==> src/rtl/tccp_pkg.sv <==
package tccp_pkg;
  localparam int TCCP_CNT_W  = 16;
  localparam int TCCP_ADDR_W = 3;
  localparam int TCCP_NCH    = 2;

  localparam logic [1:0] LVL_OFF  = 2'b00;
  localparam logic [1:0] ACT_TOGL = 2'b01;
  localparam logic [1:0] ACT_LOW  = 2'b10;
  localparam logic [1:0] ACT_HIGH = 2'b11;

  localparam logic [1:0] FLD_CTL = 2'd0;
  localparam logic [1:0] FLD_HI  = 2'd1;
  localparam logic [1:0] FLD_LO  = 2'd2;

  typedef struct packed {
    logic       flag;
    logic       ie;
    logic       buf_en;
    logic       mode_a;
    logic [1:0] lvl_sel;
    logic [1:0] rsvd;
  } tccp_ctl_t;
endpackage

==> src/rtl/tccp_sync.sv <==
module tccp_sync #(
  parameter int STAGES = 2
) (
  input  logic clk_i,
  input  logic rst_i,
  input  logic d_i,
  output logic q_o
);
  logic [STAGES-1:0] sh_q;

  always_ff @(posedge clk_i) begin
    if (rst_i) sh_q <= '0;
    else       sh_q <= {sh_q[STAGES-2:0], d_i};
  end

  assign q_o = sh_q[STAGES-1];
endmodule

==> src/rtl/tccp_chan.sv <==
module tccp_chan
  import tccp_pkg::*;
#(
  parameter int CNT_W       = 16,
  parameter int SYNC_STAGES = 2,
  parameter bit HAS_BUF     = 1'b0
) (
  input  logic             clk_i,
  input  logic             rst_i,
  input  logic             en_i,
  input  logic             ctl_wr_i,
  input  logic             ctl_rd_i,
  input  logic [7:0]       wdata_i,
  input  logic             pin_i,
  input  logic [CNT_W-1:0] cnt_i,
  input  logic [CNT_W-1:0] cmp_val_i,
  output tccp_ctl_t        ctl_o,
  output logic             cap_o,
  output logic             cmp_o,
  output logic             pin_o,
  output logic             oe_o,
  output logic             irq_o
);
  tccp_ctl_t ctl_q;
  logic arm_q, match_q, pin_q, oe_q, irq_q, prev_q;
  logic pin_s, connected, out_mode, in_mode;
  logic rise, fall, cap_evt, cmp_evt, evt, match;
  logic unused_bits;

  assign unused_bits = ^wdata_i[1:0];

  tccp_sync #(.STAGES(SYNC_STAGES)) u_sync (
    .clk_i(clk_i), .rst_i(rst_i), .d_i(pin_i), .q_o(pin_s)
  );

  assign connected = (ctl_q.lvl_sel != LVL_OFF);
  assign out_mode  = connected & (ctl_q.mode_a | ctl_q.buf_en);
  assign in_mode   = connected & ~ctl_q.mode_a & ~ctl_q.buf_en;
  assign rise      = pin_s & ~prev_q;
  assign fall      = ~pin_s & prev_q;
  assign cap_evt   = in_mode & ((ctl_q.lvl_sel[0] & rise) | (ctl_q.lvl_sel[1] & fall));
  assign match     = (cnt_i == cmp_val_i);
  assign cmp_evt   = out_mode & match & ~match_q;
  assign evt       = cap_evt | cmp_evt;

  always_ff @(posedge clk_i) begin
    if (rst_i || !en_i) begin
      ctl_q <= '0;
      arm_q <= 1'b0;
    end else begin
      if (ctl_wr_i) begin
        ctl_q.ie      <= wdata_i[6];
        ctl_q.buf_en  <= HAS_BUF ? wdata_i[5] : 1'b0;
        ctl_q.mode_a  <= wdata_i[4];
        ctl_q.lvl_sel <= wdata_i[3:2];
      end
      if (evt)                                  ctl_q.flag <= 1'b1;
      else if (ctl_wr_i && arm_q && !wdata_i[7]) ctl_q.flag <= 1'b0;
      if (evt || ctl_wr_i)              arm_q <= 1'b0;
      else if (ctl_rd_i && ctl_q.flag)  arm_q <= 1'b1;
    end
  end

  always_ff @(posedge clk_i) begin
    if (rst_i) begin
      prev_q  <= 1'b0;
      match_q <= 1'b0;
      pin_q   <= 1'b1;
      oe_q    <= 1'b0;
      irq_q   <= 1'b0;
    end else begin
      prev_q  <= pin_s;
      match_q <= match;
      oe_q    <= out_mode;
      irq_q   <= ctl_q.flag & ctl_q.ie;
      if (!connected) pin_q <= ~ctl_q.mode_a;
      else if (cmp_evt) begin
        case (ctl_q.lvl_sel)
          ACT_TOGL: pin_q <= ~pin_q;
          ACT_LOW:  pin_q <= 1'b0;
          default:  pin_q <= 1'b1;
        endcase
      end
    end
  end

  assign ctl_o = ctl_q;
  assign cap_o = cap_evt;
  assign cmp_o = cmp_evt;
  assign pin_o = pin_q;
  assign oe_o  = oe_q;
  assign irq_o = irq_q;
endmodule

==> src/rtl/tccp_pair.sv <==
module tccp_pair
  import tccp_pkg::*;
#(
  parameter int SYNC_STAGES = 2
) (
  input  logic                   clk_i,
  input  logic                   rst_i,
  input  logic                   rd_i,
  input  logic                   wr_i,
  input  logic [TCCP_ADDR_W-1:0] addr_i,
  input  logic [7:0]             wdata_i,
  output logic [7:0]             rdata_o,
  input  logic [TCCP_CNT_W-1:0]  cnt_i,
  input  logic [TCCP_NCH-1:0]    pin_i,
  output logic [TCCP_NCH-1:0]    pin_o,
  output logic [TCCP_NCH-1:0]    pin_oe_o,
  output logic [TCCP_NCH-1:0]    irq_o
);
  localparam int CW = TCCP_CNT_W;

  tccp_ctl_t        ctl_w [TCCP_NCH];
  logic             cap_w [TCCP_NCH];
  logic             cmp_w [TCCP_NCH];
  logic [CW-1:0]    val_q [TCCP_NCH];
  logic [CW-1:0]    cmpv_w[TCCP_NCH];
  logic             en_w  [TCCP_NCH];
  logic             ch;
  logic [1:0]       fld;
  logic             buf_on, sel_q;
  logic [7:0]       rdata_q;

  assign ch     = addr_i[2];
  assign fld    = addr_i[1:0];
  assign buf_on = ctl_w[0].buf_en;

  always_ff @(posedge clk_i) begin
    if (rst_i || !buf_on) sel_q <= 1'b0;
    else if (cmp_w[0])    sel_q <= ~sel_q;
  end

  assign cmpv_w[0] = (buf_on && sel_q) ? val_q[1] : val_q[0];
  assign cmpv_w[1] = val_q[1];
  assign en_w[0]   = 1'b1;
  assign en_w[1]   = ~buf_on;

  for (genvar c = 0; c < TCCP_NCH; c++) begin : g_ch
    logic hit;
    assign hit = (ch == c[0]);

    always_ff @(posedge clk_i) begin
      if (rst_i)                             val_q[c] <= '0;
      else if (cap_w[c])                     val_q[c] <= cnt_i;
      else if (wr_i && hit && fld == FLD_HI) val_q[c][CW-1:8] <= wdata_i;
      else if (wr_i && hit && fld == FLD_LO) val_q[c][7:0] <= wdata_i;
    end

    tccp_chan #(
      .CNT_W(CW), .SYNC_STAGES(SYNC_STAGES), .HAS_BUF(c == 0)
    ) u_chan (
      .clk_i    (clk_i),
      .rst_i    (rst_i),
      .en_i     (en_w[c]),
      .ctl_wr_i (wr_i && hit && fld == FLD_CTL),
      .ctl_rd_i (rd_i && hit && fld == FLD_CTL),
      .wdata_i  (wdata_i),
      .pin_i    (pin_i[c]),
      .cnt_i    (cnt_i),
      .cmp_val_i(cmpv_w[c]),
      .ctl_o    (ctl_w[c]),
      .cap_o    (cap_w[c]),
      .cmp_o    (cmp_w[c]),
      .pin_o    (pin_o[c]),
      .oe_o     (pin_oe_o[c]),
      .irq_o    (irq_o[c])
    );
  end

  always_ff @(posedge clk_i) begin
    if (rst_i) rdata_q <= '0;
    else if (rd_i) begin
      case (fld)
        FLD_CTL: rdata_q <= (ch && buf_on) ? 8'h00 : ctl_w[ch];
        FLD_HI:  rdata_q <= val_q[ch][CW-1:8];
        FLD_LO:  rdata_q <= val_q[ch][7:0];
        default: rdata_q <= 8'h00;
      endcase
    end
  end

  assign rdata_o = rdata_q;
endmodule

==> config.mk <==
export PLATFORM = sky130hd
export DESIGN_NAME = tccp_pair
export DESIGN_NICKNAME = d
export VERILOG_FILES = /design/src/rtl/tccp_pkg.sv /design/src/rtl/tccp_sync.sv /design/src/rtl/tccp_chan.sv /design/src/rtl/tccp_pair.sv
export SDC_FILE = /design/constraint.sdc
export NUM_CORES = 1
export LEC_CHECK = 0
export ABC_AREA = 1
export ABC_CLOCK_PERIOD_IN_PS = 2200
export BUFFER_PORTS_ARGS = -buffer_cell sky130_fd_sc_hd__buf_2
export CORE_ASPECT_RATIO = 2
export CORE_UTILIZATION = 48
export CTS_BUF_LIST = sky130_fd_sc_hd__clkbuf_16
export CTS_CLUSTER_SIZE = 40
export DETAILED_ROUTE_END_ITERATION = 12
export GPL_ROUTABILITY_DRIVEN = 0
export PLACE_DENSITY = 0.68
export SLEW_MARGIN = 0
export SYNTH_ARGS = -nofsm -noshare
export SYNTH_HDL_FRONTEND = slang
export SYNTH_SLANG_ARGS = --single-unit
==> constraint.sdc <==
create_clock -name clk_i -period 2.2 [get_ports clk_i]
set_input_delay 0.44 -clock clk_i [delete_from_list [all_inputs] [get_ports clk_i]]
set_output_delay 0.44 -clock clk_i [all_outputs]
set_load 0.01 [all_outputs]
Word level (Yosys, flattened, before mapping)

Memory sizes are Yosys's and may differ from the RTL's.
Index checks and enable logic that the tools add are counted.
Widths: inputs -> output; s select.

$lt $le $gt $ge: 1
Eq/ne operators: 10
Mux-type cells: 48
Bitwise operators: 46
Reductions and logical operators: 33

Operator list:

| cell               | number |
|---|---|
| $mux 8             | 8 |
| $mux 16            | 3 |
| $mux 1             | 34 |
| $eq 16x16->1       | 2 |
| $pmux 8 s3         | 1 |
| $and 1x1->1        | 21 |
| $logic_and 1x1->1  | 20 |
| $not 1->1          | 13 |
| $or 1x1->1         | 11 |
| $reduce_bool 2->1  | 4 |
| $eq 2x1->1 const B | 3 |
| $eq 2x2->1 const B | 3 |
| $logic_or 1x1->1   | 4 |
| $ne 2x2->1 const B | 2 |
| $pmux 1 s2         | 2 |
| $reduce_or 2->1    | 2 |
| $ge 2x2->1 const B | 1 |
| $logic_not 1->1    | 2 |
| $logic_not 2->1    | 1 |
| $not 1->2          | 1 |

Flip-flop bits (word level): 36
Bits in writable memories: 32
Input port bits: 33
Output and inout port bits: 14
Logic and storage cells: 164
Memories: 1

Memory list:

| memory | depth | width | read ports | clocked after Yosys merged registers in | write ports | line            | source |
|---|---|---|---|---|---|---|---|
| val_q  | 2     | 16    | 3          | 0                                       | 2           | tccp_pair.sv:24 | `logic [CW-1:0] val_q [TCCP_NCH];` |

Depth between registers and ports, before layout

Gate-level depths: netlist of the first run.

Word-level depth: 10
Depth in mapped cells: 14
Gate-level depth less buffers: 13

Modules after synthesis

From an unflattened synthesis of the first run, not the netlist that was laid out.

Cell total of the unflattened synthesis: 630
Area, all modules: 4,304.1 um2

Modules (own cells, without submodules):

| module                      | instances | cells an instance | area an instance (um2) | sequential area each (um2) |
|---|---|---|---|---|
| tccp_pair                   | 1         | 321               | 2,499.9                | 1,141.1 |
| tccp_chan at g_ch[0].u_chan | 1         | 152               | 869.6                  | 240.2 |
| tccp_chan at g_ch[1].u_chan | 1         | 145               | 824.5                  | 220.2 |
| tccp_sync                   | 2         | 6                 | 55.1                   | 40.0 |

Worst setup path after synthesis of the first run

No wires, ideal clock.

Path kind: in2reg
Start point: input addr_i[0]
End point: memory val_q[1][10] (netlist name), enable pin
Library setup time: 337 ps
Arrival time: 1,384 ps
Required time: 1,863 ps
Slack: 479 ps
Stages: 6
Path buffers: 0
Cell sequence: inv_1 -> nor2_1 -> inv_1 -> nor2_1 -> nand3_1 -> nand3_1

RTL lines:

| element     | line            | source |
|---|---|---|
| from (decl) | tccp_pair.sv:10 | `input logic [TCCP_ADDR_W-1:0] addr_i,` |
| to (decl)   | tccp_pair.sv:24 |  |

==> results of run 1 <==
==> area by class of cell <==
cell class | count | area (µm²)
fillers | 779 | 3230
multi-input cells | 347 | 1730
flip-flops and latches | 68 | 1680
repair buffers | 62 | 350
inverters | 65 | 244
clock buffers | 9 | 225
well taps | 94 | 118
clock inverters | 7 | 81.3
==> cell usage in the layout, fill, tap and decap left out, types with 2 or more instances in the layout <==
cell,n
xnor2_1,16
nor2_1,53
clkbuf_16,9
o21ai_0,35
buf_2,46
o22ai_1,35
bufinv_16,2
nand2_2,6
nand4_1,8
nor2_4,2
inv_1,64
buf_4,16
dfxtp_1,36
o221ai_1,4
nand3_2,5
nor3_1,5
clkinv_1,4
a21oi_1,23
edfxtp_1,32
o211ai_1,2
nand3_1,44
clkinv_2,2
nand2_1,105
==> power by group <==
group          switching (mW)  leakage [nW]  internal (mW)
registers              0.0373         0.623           1.37
logic                   0.233          1.22          0.117
clock network           0.527         0.152          0.975
total                   0.797          1.99           2.46
==> critical path, delay by kind of cell, from the launching register on <==
kind                   cells  cell delay [ns]
AOI/OAI and AO/OA          1             0.18
buffers and inverters      1             0.07
DFF                        1             0.38
and+or+nand+nor            3             0.90
==> registers in the layout (all words and copies together) (netlist names) <==
signal                   flops
val_q                       32
g_ch.u_chan.ctl_o           11
rdata_o                      8
g_ch.u_chan.u_sync.sh_q      4
g_ch.u_chan.arm_q            2
g_ch.u_chan.irq_o            2
g_ch.u_chan.match_q          2
g_ch.u_chan.oe_o             2
g_ch.u_chan.pin_o            2
g_ch.u_chan.prev_q           2
sel_q                        1
==> worst paths after layout <==
kind                                               startpoint                             to  slack [ns]  cells past startpoint
worst max-delay path                  g_ch[1].u_chan.ctl_o[3]                    val_q[1][0]        0.24                      5
worst min-delay path                                 pin_i[0]  g_ch[0].u_chan.u_sync.sh_q[0]        0.30                      3
worst max register to register        g_ch[1].u_chan.ctl_o[3]                    val_q[1][0]        0.24                      5
worst min register to register  g_ch[0].u_chan.u_sync.sh_q[0]  g_ch[0].u_chan.u_sync.sh_q[1]        0.41                      2
==> logic make-up after synthesis <==
family          Yosys count  synth area share [%]
compound gates          101                  15.1
xor+xnor                 16                  3.68
simple gates            230                  26.7
flops                    68                  44.2
buf+inv                  88                  10.3
==> metrics by stage <==
step                      instances  util, %
after global placement          636     53.9
after CTS                       652     57.9
final                           652     57.9
after global routing            652     57.9
after floorplan                 503        -
after detailed placement        636     53.9
==> layer usage <==
metal / routed length [µm] / vias to the layer above / global-route usage, %
li1: - / 1784 / -
met4: 905 / 0 / 26.3
met3: 791 / 72 / 6.41
met1: 4180 / 1749 / 31.0
met2: 6380 / 216 / 55.6
met5: 0 / - / 0
==> flow_summary.toml, run 1 <==
[outcome]
status = "complete, no violations"

[critical_path]
crit_fanout = 8
critPathMostFrequentCell = "nand3_1"
arrival_ns = 1.87
cp-start-kind = "flip-flop"
slowest_stage = "nand3_1"
worstPathCellList = "inv_1 > o2bb2ai_1 > nand3_1 > nand3_1 > nand3_1"
critPathCaptureType = "flip-flop"
cpPeakStageDelay_ns = 0.48
critical_path_class = "reg2reg"
required_ns = 2.10

[logic_synthesis]
async_reset_ff_share_pct = 0
synth_ff_type = "dfxtp_1"
synth_area_mm2 = 0.00381
netlist_instances = 503
synth_warnings = 0
ys_ff_latch = 68
synth_top_cell_by_area = "edfxtp_1"
synth_most_common_cell = "nand2_1"
synth_common_cells = "nand2_1, inv_1, nor2_1, nand3_1, dfxtp_1"
ys_types = 28
syn_nets = 536
synth_top_area_share_pct = 25.2
synth-edff-count = 32
avgSynthCellArea_um2 = 7.57
ys_seq_area_share_pct = 44.2
synth_area_leaders = "edfxtp_1, dfxtp_1, nand2_1"

[die]
rows = 45
die_h_um = 128
die_area_mm2 = 0.00831
initial_core_util_pct = 49.7
die-width_um = 65.0
num_io_pins = 47
core_area_mm2 = 0.00766

[routing]
drc = 0
viasPerCell = 5.86
vias = 3821
ant_nets = 0
drt_wl_total_um = 12300
firstDrtPassIters = 6
wire_per_inst_um = 18.8
drt_iter0_markers = 405

[clock_tree]
ctsLongestPathBuffers = 2
cts_hold_buf = 0
root_buffer = "clkbuf_16"
tritoncts = "built"
clk_latency_ns = 0.34
cts-resized-gates = 0
clkSlewWorstSetupHoldPaths_ns = 0.05
cts_num_sinks = 68
htreeDepth = 3
cts_made_buffers = 9
postCtsSetupRepairBufs = 0

[timing]
setup_ws_ns = 0.236
tightest_slew_ns = 0.629
hold_ws_ns = 0.301
period_needed_ns = 1.96
rsz0062_at_grt = "no"
setup_viol = 0
finalCritPeriodShare_pct = 89.3
fmax_mhz = 509
finalSetupTns_ns = 0
drv_slew = 0
skew_ns = 0.00804
maxSlewHeadroom_pct = 58.0
hold_viol_final = 0

[final_layout]
finalNetCount = 586
area_growth_pct = 16.4
drive_gt1_share_pct = 15.9
antenna_cells = 0
design_area_mm2 = 0.00443

[placed_design]
preCtsSetupSlack_ns = 0.116
dpl_cell_area_mm2 = 0.00413
dp_hpwl_um = 9210
port_buffers = 46

[min_path]
holdCritPathClass = "in2reg"

[run]
maxCapViolCount = 0

[pwr]
leakage_nw = 1.99
total_power_mw = 3.26
vdd_drop_max_mv = 0.598
power.density_mw_per_mm2 = 736

[global_routing]
grt_overflow = 0
grt_pass1_wl_um = 18800
grt_pass1_vias = 3750
grt_usage_pct = 31.8
grt_max_degree = 27
antenna_found_initial = 0
Note: power is estimated with default switching activity, not from simulation.
==> run 2, diff against run 1 <==
--- a/config.mk
+++ b/config.mk
@@ -15,6 +15,7 @@
 export DETAILED_ROUTE_END_ITERATION = 12
 export GPL_ROUTABILITY_DRIVEN = 0
 export PLACE_DENSITY = 0.68
+export REMOVE_ABC_BUFFERS = 1
 export SLEW_MARGIN = 0
 export SYNTH_ARGS = -nofsm -noshare
 export SYNTH_HDL_FRONTEND = slang
==> run 2 against run 1 <==
- first-iteration DRC count down 45%
- clock skew fell by 0.0044 ns
- global-route usage fell by 0.87 points
- worst hold slack improved by 0.0041 ns
- non-clock buffer count decreased by 1
- core utilization down 0.46 points
- register-to-register slack got worse by 0.03 ns
- die area did not move
- critical path depth grew 6
- via count down 1.3%
- clock power fell by 11%
- largest power group is now sequential cells
- highest routed layer unchanged
==> flow_summary.toml, run 2 (same netlist as run 1, synthesis figures left out) <==
[clock_tree]
postCtsSetupRepairBufs = 0
tritoncts = "built"
root_buffer = "clkbuf_16"
cts_hold_buf = 0
htreeDepth = 3
ctsLongestPathBuffers = 2
cts_num_sinks = 68
cts-resized-gates = 0
clk_latency_ns = 0.34
cts_made_buffers = 9
clkSlewWorstSetupHoldPaths_ns = 0.05

[critical_path]
required_ns = 2.48
critical_path_class = "reg2reg"
r2r_cells = 11
rr_endpoint = "g_ch[0].u_chan.ctl_o[7]"
critPathCaptureType = "flip-flop"
reg2reg_slack_ns = 0.20
cp-start-kind = "flip-flop"
r2r_start = "g_ch[0].u_chan.ctl_o[5]"
arrival_ns = 2.28
crit_fanout = 14

[placed_design]
port_buffers = 46
dp_hpwl_um = 9000

[final_layout]
final_cell_mix = "nand2_1, inv_1, nor2_1"
seqCellArea_mm2 = 0.00168
multi_input_area_mm2 = 0.00173
final_util_pct = 57.4
area_growth_pct = 15.5
antenna_cells = 0
finalNetCount = 585
fillerInstances = 763
top_register = "val_q"
final_common_cell = "nand2_1"
drive_gt1_share_pct = 16.0
largest_reg_flops = 32

[min_path]
hold_path_end = "g_ch[0].u_chan.u_sync.sh_q[0]"
holdCritPathClass = "in2reg"
hold_depth = 3
hold_path_startpoint = "pin_i[0]"

[global_routing]
grt_pass1_wl_um = 18500
grt_usage_pct = 30.9
antenna_found_initial = 0
grt_overflow = 0
grt_max_degree = 19
grt_pass1_vias = 3756

[timing]
period_needed_ns = 2.00
rsz0062_at_grt = "no"
tightest_slew_ns = 0.507
maxSlewHeadroom_pct = 66.1
finalCritPeriodShare_pct = 90.7
drv_slew = 0
skew_ns = 0.00366
finalSetupTns_ns = 0
fmax_mhz = 501
setup_viol = 0
hold_viol_final = 0

[die]
initial_core_util_pct = 49.7
die_area_mm2 = 0.00831
num_io_pins = 47
die_h_um = 128
rows = 45
core_area_mm2 = 0.00766
die-width_um = 65.0

[run]
maxCapViolCount = 0

[routing]
ant_nets = 0
drt_wl_total_um = 11900
wire_per_inst_um = 18.3
vias = 3773
drt_iter0_markers = 223
viasPerCell = 5.80
firstDrtPassIters = 5
drc = 0

[pwr]
leakage_nw = 1.98
vdd_drop_max_mv = 0.515
power.density_mw_per_mm2 = 705

[outcome]
status = "complete, no violations"
## run 2: layer usage
layer / vias up / track usage, % / wire [µm]
met1: 1775 / 29.3 / 3930
li1: 1784 / - / -
met2: 151 / 54.7 / 6440
met5: - / 0 / 0
met4: 0 / 26.3 / 920
met3: 63 / 6.05 / 611
## run 2: where the power goes
| part | switching, mW | internal (mW) |
|---|---|---|
| clock | 0.525 | 0.816 |
| sequential | 0.0384 | 1.37 |
| combinational | 0.228 | 0.118 |
## run 2: how the worst max path moves through the flow
| stage | from | to | depth (start not counted) |
|---|---|---|---|
| floorplan | g_ch[0].u_chan.ctl_o[5] | val_q[0][0] | 4 |
| global placement | g_ch[0].u_chan.ctl_o[5] | g_ch[0].u_chan.ctl_o[7] | 11 |
| detailed placement | g_ch[0].u_chan.ctl_o[5] | g_ch[0].u_chan.ctl_o[7] | 11 |
| CTS | g_ch[0].u_chan.ctl_o[5] | g_ch[0].u_chan.ctl_o[7] | 11 |
| global route | g_ch[0].u_chan.ctl_o[5] | g_ch[0].u_chan.ctl_o[7] | 11 |
| finish | g_ch[0].u_chan.ctl_o[5] | g_ch[0].u_chan.ctl_o[7] | 11 |
## run 2: critical path: stages, from the launching register on
cell,delay (ns)
dfxtp_1,0.49
buf_4,0.31
nand3_1,0.13
nand3_1,0.11
nand2_1,0.11
nor2_1,0.17
nand2_1,0.12
nor2_4,0.16
nand3_2,0.11
nand2_1,0.11
nand2_1,0.06
nand2_1,0.06
## run 2: metrics by stage
| step | std cells | total power [mW] | hold slack (ns) | instance area, µm² | worst slack (ns) |
|---|---|---|---|---|---|
| 2_1_floorplan | 480 | 1.61 | 0.388 | 3660 | 0.392 |
| 3_3_place_gp | 635 | 1.77 | 0.391 | 4120 | 0.257 |
| 3_5_place_dp | 635 | 1.78 | 0.398 | 4120 | 0.223 |
| 4_1_cts | 651 | 3.11 | 0.302 | 4400 | 0.208 |
| 5_1_grt | 651 | 3.21 | 0.316 | 4400 | 0.0514 |
| 6_report | 651 | 3.10 | 0.305 | 4400 | 0.204 |
## run 2: final cells by class
cell class	count	area share [%]
Timing Repair Buffer	61	7.80
Multi-Input combinational cell	347	39.4
Inverter	65	5.55
Clock buffer	10	5.69
Clock inverter	6	0.655
Sequential cell	68	38.2
Tap cell	94	2.68
==> run 3, diff against run 2 <==
--- a/config.mk
+++ b/config.mk
@@ -8,7 +8,7 @@
 export ABC_AREA = 1
 export ABC_CLOCK_PERIOD_IN_PS = 2200
 export BUFFER_PORTS_ARGS = -buffer_cell sky130_fd_sc_hd__buf_2
-export CORE_ASPECT_RATIO = 2
+export CORE_ASPECT_RATIO = 1.2
 export CORE_UTILIZATION = 48
 export CTS_BUF_LIST = sky130_fd_sc_hd__clkbuf_16
 export CTS_CLUSTER_SIZE = 40
==> run 3 against run 2 <==
- critical path depth did not move
- sequential power about the same
- core utilization about the same
- clock-buffer cell count stayed put
- die area fell by 0.24%
- final cell count is 0.31% lower
- sequential share of layout area barely moved
- setup slack got worse by 0.033 ns
- largest cell class unchanged
==> flow_summary.toml, run 3 (same netlist as run 1, synthesis figures left out) <==
[timing]
tightest_slew_ns = 0.621
finalCritPeriodShare_pct = 92.2
setup_viol = 0
maxSlewHeadroom_pct = 58.4
skew_ns = 0.00486
period_needed_ns = 2.03
fmax_mhz = 493
finalSetupTns_ns = 0
rsz0062_at_grt = "no"
hold_viol_final = 0
hold_ws_ns = 0.313
drv_slew = 0
setup_ws_ns = 0.171

[run]
maxCapViolCount = 0

[clock_tree]
cts_made_buffers = 9
clkSlewWorstSetupHoldPaths_ns = 0.06
cts-resized-gates = 0
clk_latency_ns = 0.33
postCtsSetupRepairBufs = 0
ctsLongestPathBuffers = 2
root_buffer = "clkbuf_16"
htreeDepth = 3
cts_num_sinks = 68
tritoncts = "built"
cts_hold_buf = 0

[routing]
vias = 3716
drc = 0
firstDrtPassIters = 5
ant_nets = 0
drt_wl_total_um = 10900
viasPerCell = 5.73
drt_iter0_markers = 356
wire_per_inst_um = 16.8

[final_layout]
stdcell_count = 649
area_growth_pct = 15.6
drive_gt1_share_pct = 16.2
final_common_cell = "nand2_1"
largest_reg_flops = 32
finalNetCount = 585
final_cell_mix = "nand2_1, inv_1, nor2_1"
top_register = "val_q"
antenna_cells = 0

[placed_design]
preCtsSetupSlack_ns = 0.239
dp_hpwl_um = 7950
dp.cells = 633
port_buffers = 46

[pwr]
leakage_nw = 1.98
total_power_mw = 3.10
clkPwrFrac_pct = 43.7
vdd_drop_max_mv = 0.512
comb_power_share_pct = 10.9
p_switching_mw = 0.788
p_sw_share_pct = 25.4
power.density_mw_per_mm2 = 705
p_int_mw = 2.32
pwr-share-seq_pct = 45.3

[critical_path]
crit_fanout = 15
cp-start-kind = "flip-flop"
arrival_ns = 2.29
critPathCaptureType = "flip-flop"
critical_path_class = "reg2reg"
required_ns = 2.46

[min_path]
holdCritPathClass = "in2reg"

[die]
initial_core_util_pct = 49.7
core_area_mm2 = 0.00766
num_io_pins = 47
die_h_um = 99.5
rows = 35
die_area_mm2 = 0.00829
die-width_um = 83.3

[global_routing]
grt_max_degree = 19
antenna_found_initial = 0
grt_pass1_wl_um = 17200
grt_usage_pct = 27.2
grt_overflow = 0
grt_pass1_vias = 3483

[outcome]
status = "complete, no violations"
## run 3: changes by cell type in the layout (fill, tap and decap cells not counted)
cell,delta
clkinv_1,+1
clkinv_2,-1
clkinv_4,+1
inv_1,-2
inv_4,+1
## run 3: worst paths after layout
check,cells past startpoint,slack (ns),from,endpoint
worst min register to register,2,0.40,g_ch[0].u_chan.u_sync.sh_q[0],g_ch[0].u_chan.u_sync.sh_q[1]
worst max register to register,11,0.17,g_ch[0].u_chan.ctl_o[5],sel_q
worst max-delay path,11,0.17,g_ch[0].u_chan.ctl_o[5],sel_q
worst min-delay path,3,0.31,pin_i[1],g_ch[1].u_chan.u_sync.sh_q[0]
## run 3: final cells by class
class,instances,area [µm²]
timing repair buffer,61,343
clock buffer,10,250
clock inverter,6,35.0
sequential,68,1680
inverter,65,244
fill,732,3260
multi-input combinational,347,1730
tap,92,115
## run 3: metrics by stage
step                utilization (%)  cell area [µm²]
CTS                            57.4             4400
floorplan                         -             3660
finish                         57.4             4400
global route                   57.4             4400
detailed placement             53.7             4120
global placement               53.7             4120
## run 3: per-layer routing
metal  wire (µm)  GRT usage, %  vias up
li1            -             -     1791
met1        4370          32.9     1722
met2        5330          47.3      158
met3         690          4.07       45
met4         492          13.1        0
met5           0             0        -
## run 3: critical path, cell delays in order (launching register included)
cell	delay, ns
dfxtp_1	0.49
buf_4	0.30
nand3_1	0.14
nand3_1	0.11
nand2_1	0.10
nor2_1	0.18
nand2_1	0.11
nor2_4	0.18
nand3_2	0.10
nand2_1	0.08
inv_1	0.05
nor2_1	0.10
## run 3: power by group through the flow
stage	clock [mW]	sequential, mW	combinational (mW)
2_1_floorplan	0	1.43	0.181
3_3_place_gp	0	1.43	0.327
3_5_place_dp	0	1.43	0.332
4_1_cts	1.37	1.41	0.335
5_1_grt	1.42	1.41	0.376
6_report	1.36	1.41	0.339
